===== src/rtl/ssc_pkg.sv =====
package ssc_pkg;

    // Counting direction of the terminal-hold counter
    typedef enum logic {
        DIR_UP   = 1'b0,
        DIR_DOWN = 1'b1
    } dir_e;

endpackage


===== src/rtl/ssc_step.sv =====
// Next-value logic built as a chain of toggle enables, one per stage.
// Stage 0 toggles when 'advance' is high; stage i toggles when every
// lower stage is at its carry (up) or borrow (down) level.
module ssc_step #(
    parameter int          WIDTH = 4,
    parameter ssc_pkg::dir_e DIR = ssc_pkg::DIR_UP
) (
    input  logic [WIDTH-1:0] cnt_i,
    input  logic             advance_i,
    output logic [WIDTH-1:0] next_o
);

    logic [WIDTH-1:0] tog;

    assign tog[0] = advance_i;

    genvar gi;
    generate
        for (gi = 1; gi < WIDTH; gi++) begin : g_chain
            if (DIR == ssc_pkg::DIR_UP) begin : g_up
                assign tog[gi] = tog[gi-1] & cnt_i[gi-1];
            end else begin : g_dn
                assign tog[gi] = tog[gi-1] & ~cnt_i[gi-1];
            end
        end
    endgenerate

    assign next_o = cnt_i ^ tog;

endmodule


===== src/rtl/ssc_term_detect.sv =====
// Bitwise match of the count against the fixed terminal value.
module ssc_term_detect #(
    parameter int               WIDTH    = 4,
    parameter logic [WIDTH-1:0] STOP_VAL = '0
) (
    input  logic [WIDTH-1:0] cnt_i,
    output logic             at_stop_o
);

    logic [WIDTH-1:0] match;

    genvar gi;
    generate
        for (gi = 0; gi < WIDTH; gi++) begin : g_bit
            assign match[gi] = ~(cnt_i[gi] ^ STOP_VAL[gi]);
        end
    endgenerate

    assign at_stop_o = &match;

endmodule


===== src/rtl/ssc_hold_counter.sv =====
module ssc_hold_counter #(
    parameter int               WIDTH    = 4,
    parameter ssc_pkg::dir_e    DIR      = ssc_pkg::DIR_UP,
    parameter logic [WIDTH-1:0] STOP_VAL = (DIR == ssc_pkg::DIR_UP) ? WIDTH'(10) : '0
) (
    input  logic             clk,
    input  logic             rst,
    input  logic             load_i,
    input  logic [WIDTH-1:0] load_val_i,
    input  logic             cnt_en_i,
    output logic [WIDTH-1:0] count_o,
    output logic             stopped_o
);

    localparam logic [WIDTH-1:0] RST_VAL = (DIR == ssc_pkg::DIR_UP) ? '0 : '1;
    localparam logic [WIDTH-1:0] DELTA   = (DIR == ssc_pkg::DIR_UP) ? WIDTH'(1) : '1;

    typedef struct packed {
        logic [WIDTH-1:0] count;
    } state_t;

    state_t           state_d, state_q;
    logic             at_stop;
    logic             advance;
    logic [WIDTH-1:0] stepped;

    ssc_term_detect #(
        .WIDTH   (WIDTH),
        .STOP_VAL(STOP_VAL)
    ) term_i (
        .cnt_i    (state_q.count),
        .at_stop_o(at_stop)
    );

    // Terminal decode removes the toggle enable from stage 0 (and so all stages)
    assign advance = cnt_en_i & ~at_stop;

    ssc_step #(
        .WIDTH(WIDTH),
        .DIR  (DIR)
    ) step_i (
        .cnt_i    (state_q.count),
        .advance_i(advance),
        .next_o   (stepped)
    );

    always_comb begin
        state_d = state_q;
        if (load_i) begin
            state_d.count = load_val_i;
        end else begin
            state_d.count = stepped;
        end
    end

    always_ff @(posedge clk) begin
        if (rst) begin
            state_q.count <= RST_VAL;
        end else begin
            state_q <= state_d;
        end
    end

    assign count_o   = state_q.count;
    assign stopped_o = at_stop;

    // reset value
    assert_reset_value_R1: assert property (@(posedge clk) disable iff (rst)
        $past(rst) |-> (count_o == RST_VAL));

    // one step per enabled cycle
    assert_single_step_R2: assert property (@(posedge clk) disable iff (rst)
        (cnt_en_i && !load_i && count_o != STOP_VAL) |=> (count_o == $past(count_o) + DELTA));

    // idle hold
    assert_idle_hold_R3: assert property (@(posedge clk) disable iff (rst)
        (!cnt_en_i && !load_i) |=> $stable(count_o));

    // frozen at terminal value
    assert_terminal_freeze_R5: assert property (@(posedge clk) disable iff (rst)
        (stopped_o && !load_i) |=> (stopped_o && $stable(count_o)));

    // load priority
    assert_load_wins_R6: assert property (@(posedge clk) disable iff (rst)
        load_i |=> (count_o == $past(load_val_i)));

endmodule


===== config.mk =====
export PLATFORM = sky130hd
export DESIGN_NAME = ssc_hold_counter
export DESIGN_NICKNAME = d
export VERILOG_FILES = /design/src/rtl/ssc_pkg.sv /design/src/rtl/ssc_step.sv /design/src/rtl/ssc_term_detect.sv /design/src/rtl/ssc_hold_counter.sv
export SDC_FILE = /design/constraint.sdc
export NUM_CORES = 1
export LEC_CHECK = 0
export ABC_AREA = 1
export BUFFER_PORTS_ARGS = -buffer_cell sky130_fd_sc_hd__buf_2
export CAP_MARGIN = 20
export CORE_AREA = 2 2 39 41
export DETAILED_ROUTE_END_ITERATION = 16
export DIE_AREA = 0 0 41 43
export SLEW_MARGIN = 20
export SYNTH_ARGS = -nofsm -noshare
export SYNTH_HDL_FRONTEND = slang
export SYNTH_SLANG_ARGS = --single-unit

===== constraint.sdc =====
create_clock -name clk -period 1.4 [get_ports clk]
set_clock_uncertainty 0.15 [all_clocks]
set_input_delay 0.07 -clock clk [delete_from_list [all_inputs] [get_ports clk]]
set_output_delay 0.07 -clock clk [all_outputs]
set_load 0.01 [all_outputs]

After elaboration in Yosys (flattened, before gate mapping)
Index checks and enable logic that the tools add are counted.
{"block": "totals", "register_bits": 4, "input_bits": 8, "out_inout_bits": 5, "word_cells": 11}
{"block": "op_classes", "mux": 1, "bitwise": 8, "n_reduce_logical": 1}
{"operator": "bitwise AND 1 bit", "count": 4}
{"operator": "two-way mux 4 bit", "count": 1}
{"operator": "AND reduction 4 bit", "count": 1}
{"operator": "XOR 4 bit", "count": 1}
{"operator": "inverter 1 bit", "count": 3}

Longest topological paths before layout
{"block": "depth", "word_depth": 9, "ltp_mapped": 10, "mapped_depth_nobuf": 10}

By module
A second synthesis with hierarchy kept.
{"block": "hier_totals", "cells_unflattened": 41, "hier_area_um2": 257.7}
{"module": "ssc_hold_counter", "instances": 1, "cells_per_inst": 28, "area_each_um2": 180.2, "seq_area_each_um2": 80.1}
{"module": "ssc_step", "instances": 1, "cells_per_inst": 8, "area_each_um2": 56.3, "seq_area_each_um2": 0.0}
{"module": "ssc_term_detect", "instances": 1, "cells_per_inst": 5, "area_each_um2": 21.3, "seq_area_each_um2": 0.0}

Worst setup path before layout
OpenSTA, ideal clock, no wires.
{"block": "synth_timing", "path_type": "register to register", "from": "reg state_q, in the netlist count_o[0]", "to": "reg state_q, in the netlist count_o[3]", "setup_ns": 0.109, "arrival_time_ns": 1.267, "t_required_ns": 1.141, "slack_ns": -0.125, "path_stages_with_launch": 10, "n_path_buf": 0, "period_less_slack_ns": 1.525, "path_cell_list": "dfxtp_1 > nor2_1 > a31oi_1 > ha_1 > ha_1 > ha_1 > nand2_1 > nand3_1 > nand2_1 > inv_1"}
{"block": "synth_via", "elab_chain_len": 9}
{"element": "from (decl)", "line_no": "ssc_hold_counter.sv:22", "text": "state_t state_d, state_q;"}
{"element": "from (signal assigned)", "line_no": "ssc_hold_counter.sv:60", "text": "state_q <= state_d;"}
{"element": "inverter 1 bit", "line_no": "ssc_term_detect.sv:15", "text": "assign match[gi] = ~(cnt_i[gi] ^ STOP_VAL[gi]);"}
{"element": "AND reduction 4 bit", "line_no": "ssc_term_detect.sv:19", "text": "assign at_stop_o = &match;"}
{"element": "inverter 1 bit", "line_no": "ssc_hold_counter.sv:36", "text": "assign advance = cnt_en_i & ~at_stop;"}
{"element": "bitwise AND 1 bit", "line_no": "ssc_hold_counter.sv:36"}
{"element": "bitwise AND 1 bit (*) (3 in series)", "line_no": "ssc_step.sv:21", "text": "assign tog[gi] = tog[gi-1] & cnt_i[gi-1];"}
{"element": "XOR 4 bit (*)", "line_no": "ssc_step.sv:28", "text": "assign next_o = cnt_i ^ tog;"}
{"element": "two-way mux 4 bit (*)", "line_no": "ssc_hold_counter.sv:49", "text": "if (load_i) begin"}
Every way passes the cells marked *; elsewhere a longest branch is shown, timed or not.
A chain may end at the register's enable or synchronous reset.

Worst setup path in the final report
{"block": "layout_timing", "from": "reg state_q, in the netlist count_o[2]", "to": "reg state_q, in the netlist count_o[3]"}
{"block": "layout_via", "elab_chain_len": 9}
{"element": "inverter 1 bit", "line_no": "ssc_term_detect.sv:15"}
{"element": "AND reduction 4 bit", "line_no": "ssc_term_detect.sv:19"}
{"element": "inverter 1 bit", "line_no": "ssc_hold_counter.sv:36"}
{"element": "bitwise AND 1 bit", "line_no": "ssc_hold_counter.sv:36"}
{"element": "bitwise AND 1 bit (2 in series)", "line_no": "ssc_step.sv:21"}
{"element": "bitwise AND 1 bit (*)", "line_no": "ssc_step.sv:21"}
{"element": "XOR 4 bit (*)", "line_no": "ssc_step.sv:28"}
{"element": "two-way mux 4 bit (*)", "line_no": "ssc_hold_counter.sv:49"}
Marks and branches as above.

==> metrics.md <==
| Metric | Value |
|---|---|
| Outcome | finished, violations left |
| Failing checks | negative hold slack, negative setup slack |
| TritonCTS clock tree | yes |
| Clock sinks | 4 |
| DR iter-0 viols | 0 |
| Finished Layout Cells | 73 |
| Headroom to the max-slew limit | 0.8985 |
| Seq/Total Area, Yosys | 0.3699 |
| R2R cell count | 9 |
| Largest area contributor in the netlist | dfxtp_1 |
| Grt total ovfl | 0 |
| Core area | 0.001384 sq mm |
| GRT Total Usage | 0.07422 |
| Hold path cells | 3 |
| First-pass iteration count of the detailed router | 1 |
| Leading register cell type out of synthesis | dfxtp_1 |
| Worst Path Max Fanout | 2 |
| H-tree Lvls | 1 |
| Initial antenna violation count | 0 |
| Clk_lat worst skew | 0.24 ns |
| Die Span X | 41 microns |
| Initial Utilization | 0.1564 |
| WL per Instance | 7.945 microns |
| Largest net degree at the start of global routing | 6 |
| Min Hold Slack | -0.03675 ns |
| Max_cap viols | 0 |
| CTS Buf Count | 3 |
| Synthesized area | 216.5 sq um |
| FF-to-FF Start | count_o[2]$_SDFF_PP0_ |
| Hold Path Origin | load_i |
| First-pass GRT wire length | 779 microns |
| Area of the die | 0.001763 sq mm |
| Synth cell types | 11 |
| IO Port Bufs | 12 |
| Period minus WS final | 1.469 ns |
| Via/cell ratio | 3.795 |
| Vias in the first global route | 226 |
| Synth area leaders | dfxtp_1, ha_1, nand2_1 |
| Post-synth top cells | nand2_1, dfxtp_1, inv_1 |
| Nets | 69 |
| PnR worst setup slack | -0.06877 ns |
| Fin crit share | 1.049 |
| Asr flop ratio synth | 0 |
| DR vias | 277 |
| Worst setup SP type | register |
| Fmax | 680.8 MHz |
| Die height | 43 microns |
| Largest register FFs | 4 |
| Post-Syn Instances | 30 |
| Fin. Hold Viols | 2 |
| Lkg Pwr | 0.2320 nW |
| Power Total | 0.0003765 W |
| Share of layout cells above drive strength 1 | 0.5263 |
| Min-delay worst type | primary input to register |
| Cell area after layout | 470.5 sq um |
| Slew Viols, Final | 0 |
| Combinational fraction of design power | 0.238 |
| Peak supply drop | 0.3330 mV |
| YS warnings | 0 |
| Req. time, crit path | 1.39 ns |
| Hold Crit Endpoint | count_o[0]$_SDFF_PP0_ |
| WS Path Type | register to register |
| DRT antenna net count | 0 |
| CTS Buffer Depth | 2 |
| Power per cell area | 800.4 mW/mm^2 |
| Endpoints failing setup | 2 |
| Ports | 13 |
| Worst R2R End | count_o[3]$_SDFF_PP0_ |
| GPL Wtd Cong | 0.6530 |
| Post-synth EDFFs | 0 |
| Drt drc | 0 |
| Clock share of power | 0.418 |
| Most common cell in the synthesized netlist | nand2_1 |
| Syn_nets | 41 |
| Antenna Diode Count | 0 |
| Detailed-placement wirelength estimate | 423.8 microns |
| Reg-to-reg slack, setup | -0.07 ns |
| Post-CTS Setup Repair Bufs | 0 |
| Sw frac | 0.2506 |
| Root buf cell | clkbuf_4 |
| Arrival time worst endpoint | 1.46 ns |
| Top-area cell type share of the netlist area | 0.3699 |
| Placed Instances | 62 |
| Reg power frac | 0.343 |
| # hold bufs at CTS | 7 |
| Dpl cell area | 362.8 sq um |
| Number of synthesized register bits | 4 |
| Rows | 14 |
| P&R area growth vs syn | 117.3% |
| Total net switching power | 0.00009438 W |
| Routed WL | 580 microns |
| Internal power | 0.0002822 W |
| Avg Synthesized Cell Area | 7.215 sq um |
| RSZ-0062 raised after global routing | true |
| CTS clk-pin slew, worst paths | 0.04 ns |
| Worst slew pin tran | 0.1515 ns |
| Crit. End Element | register |
## worst max-delay path by stage
stage	from	endpoint	slack, ns
after global routing	count_o[2]$_SDFF_PP0_	count_o[3]$_SDFF_PP0_	-0.16
final	count_o[2]$_SDFF_PP0_	count_o[3]$_SDFF_PP0_	-0.07
after floorplan	count_o[2]$_SDFF_PP0_	count_o[2]$_SDFF_PP0_	-0.08
after CTS	count_o[2]$_SDFF_PP0_	count_o[3]$_SDFF_PP0_	-0.1
after detailed placement	count_o[2]$_SDFF_PP0_	count_o[3]$_SDFF_PP0_	-0.1
after global placement	count_o[2]$_SDFF_PP0_	count_o[2]$_SDFF_PP0_	-0.07
## critical path, stage by stage, from the launching register on
cell     delay, ns
dfxtp_4       0.35
nor2_4        0.08
a31oi_1       0.08
ha_2          0.19
ha_4          0.16
ha_4          0.15
nand2_1       0.06
nand3_1       0.07
nand2_1       0.06
inv_1         0.03
## power groups by stage
stage | Combinational, W | Sequential (W) | Clock [W]
floorplan | 0.0000266 | 0.000138 | 0
detailed placement | 0.0000716 | 0.000130 | 0
global route | 0.000100 | 0.000130 | 0.000170
CTS | 0.0000878 | 0.000129 | 0.000168
finish | 0.0000897 | 0.000129 | 0.000158
global placement | 0.0000712 | 0.000130 | 0
## per-layer routing
layer  global-route usage  vias up  share of wire
li1                     -      149              -
met1              0.06410      112           0.36
met2               0.1000       12           0.50
met3              0.02094        4          0.091
met4               0.1200        0          0.045
met5                    0        -              0
## per-stage QoR
step                setup TNS [ns]    util  hold slack [ns]  setup WS (ns)
floorplan                  -0.1438       -         -0.02064       -0.07631
global placement           -0.1477  0.2622           0.1186       -0.07409
detailed placement         -0.1919  0.2622           0.1188       -0.09744
CTS                        -0.1872  0.3354         -0.04196       -0.09623
global route               -0.2741  0.3400         -0.01655        -0.1570
finish                     -0.1357  0.3400         -0.03675       -0.06877
## cells in the final DEF, fill, tap and decap left out
master and n:
nand3_1 1, buf_4 4, a21oi_1 2, a31oi_1 1
nor2_1 1, dfxtp_4 1, nor2_4 1, and3_1 1
nand2_2 1, dlygate4sd3_1 7, ha_2 1, dfxtp_2 2
nor2_2 1, dfxtp_1 1, a21oi_2 1, clkbuf_1 1
inv_1 4, nand2_1 8, inv_2 1, ha_4 2
buf_2 12, clkbuf_4 3
## cell type report
class	count	area [sq um]
clock buffers	4	26.28
fillers	153	913.4
inverters	5	18.77
multi-input cells	21	158.9
flip-flops and latches	4	86.33
well taps	16	20.02
repair buffers	23	160.2
## repair_timing
item | in CTS | in global routing
endpoints found under the setup margin | 2 | 3
hold endpoints to repair | 4 | 2
resized for setup | 1 | 2
pin swaps | 3 | 2
## logic make-up after synthesis
group                      synth area share
AOI/OAI and AO/OA                   0.09826
DFF                                  0.3700
buffers and inverters               0.08667
and+or+nand+nor                      0.2717
adders and majority gates            0.1734
Note: power is estimated with default switching activity, not from simulation.
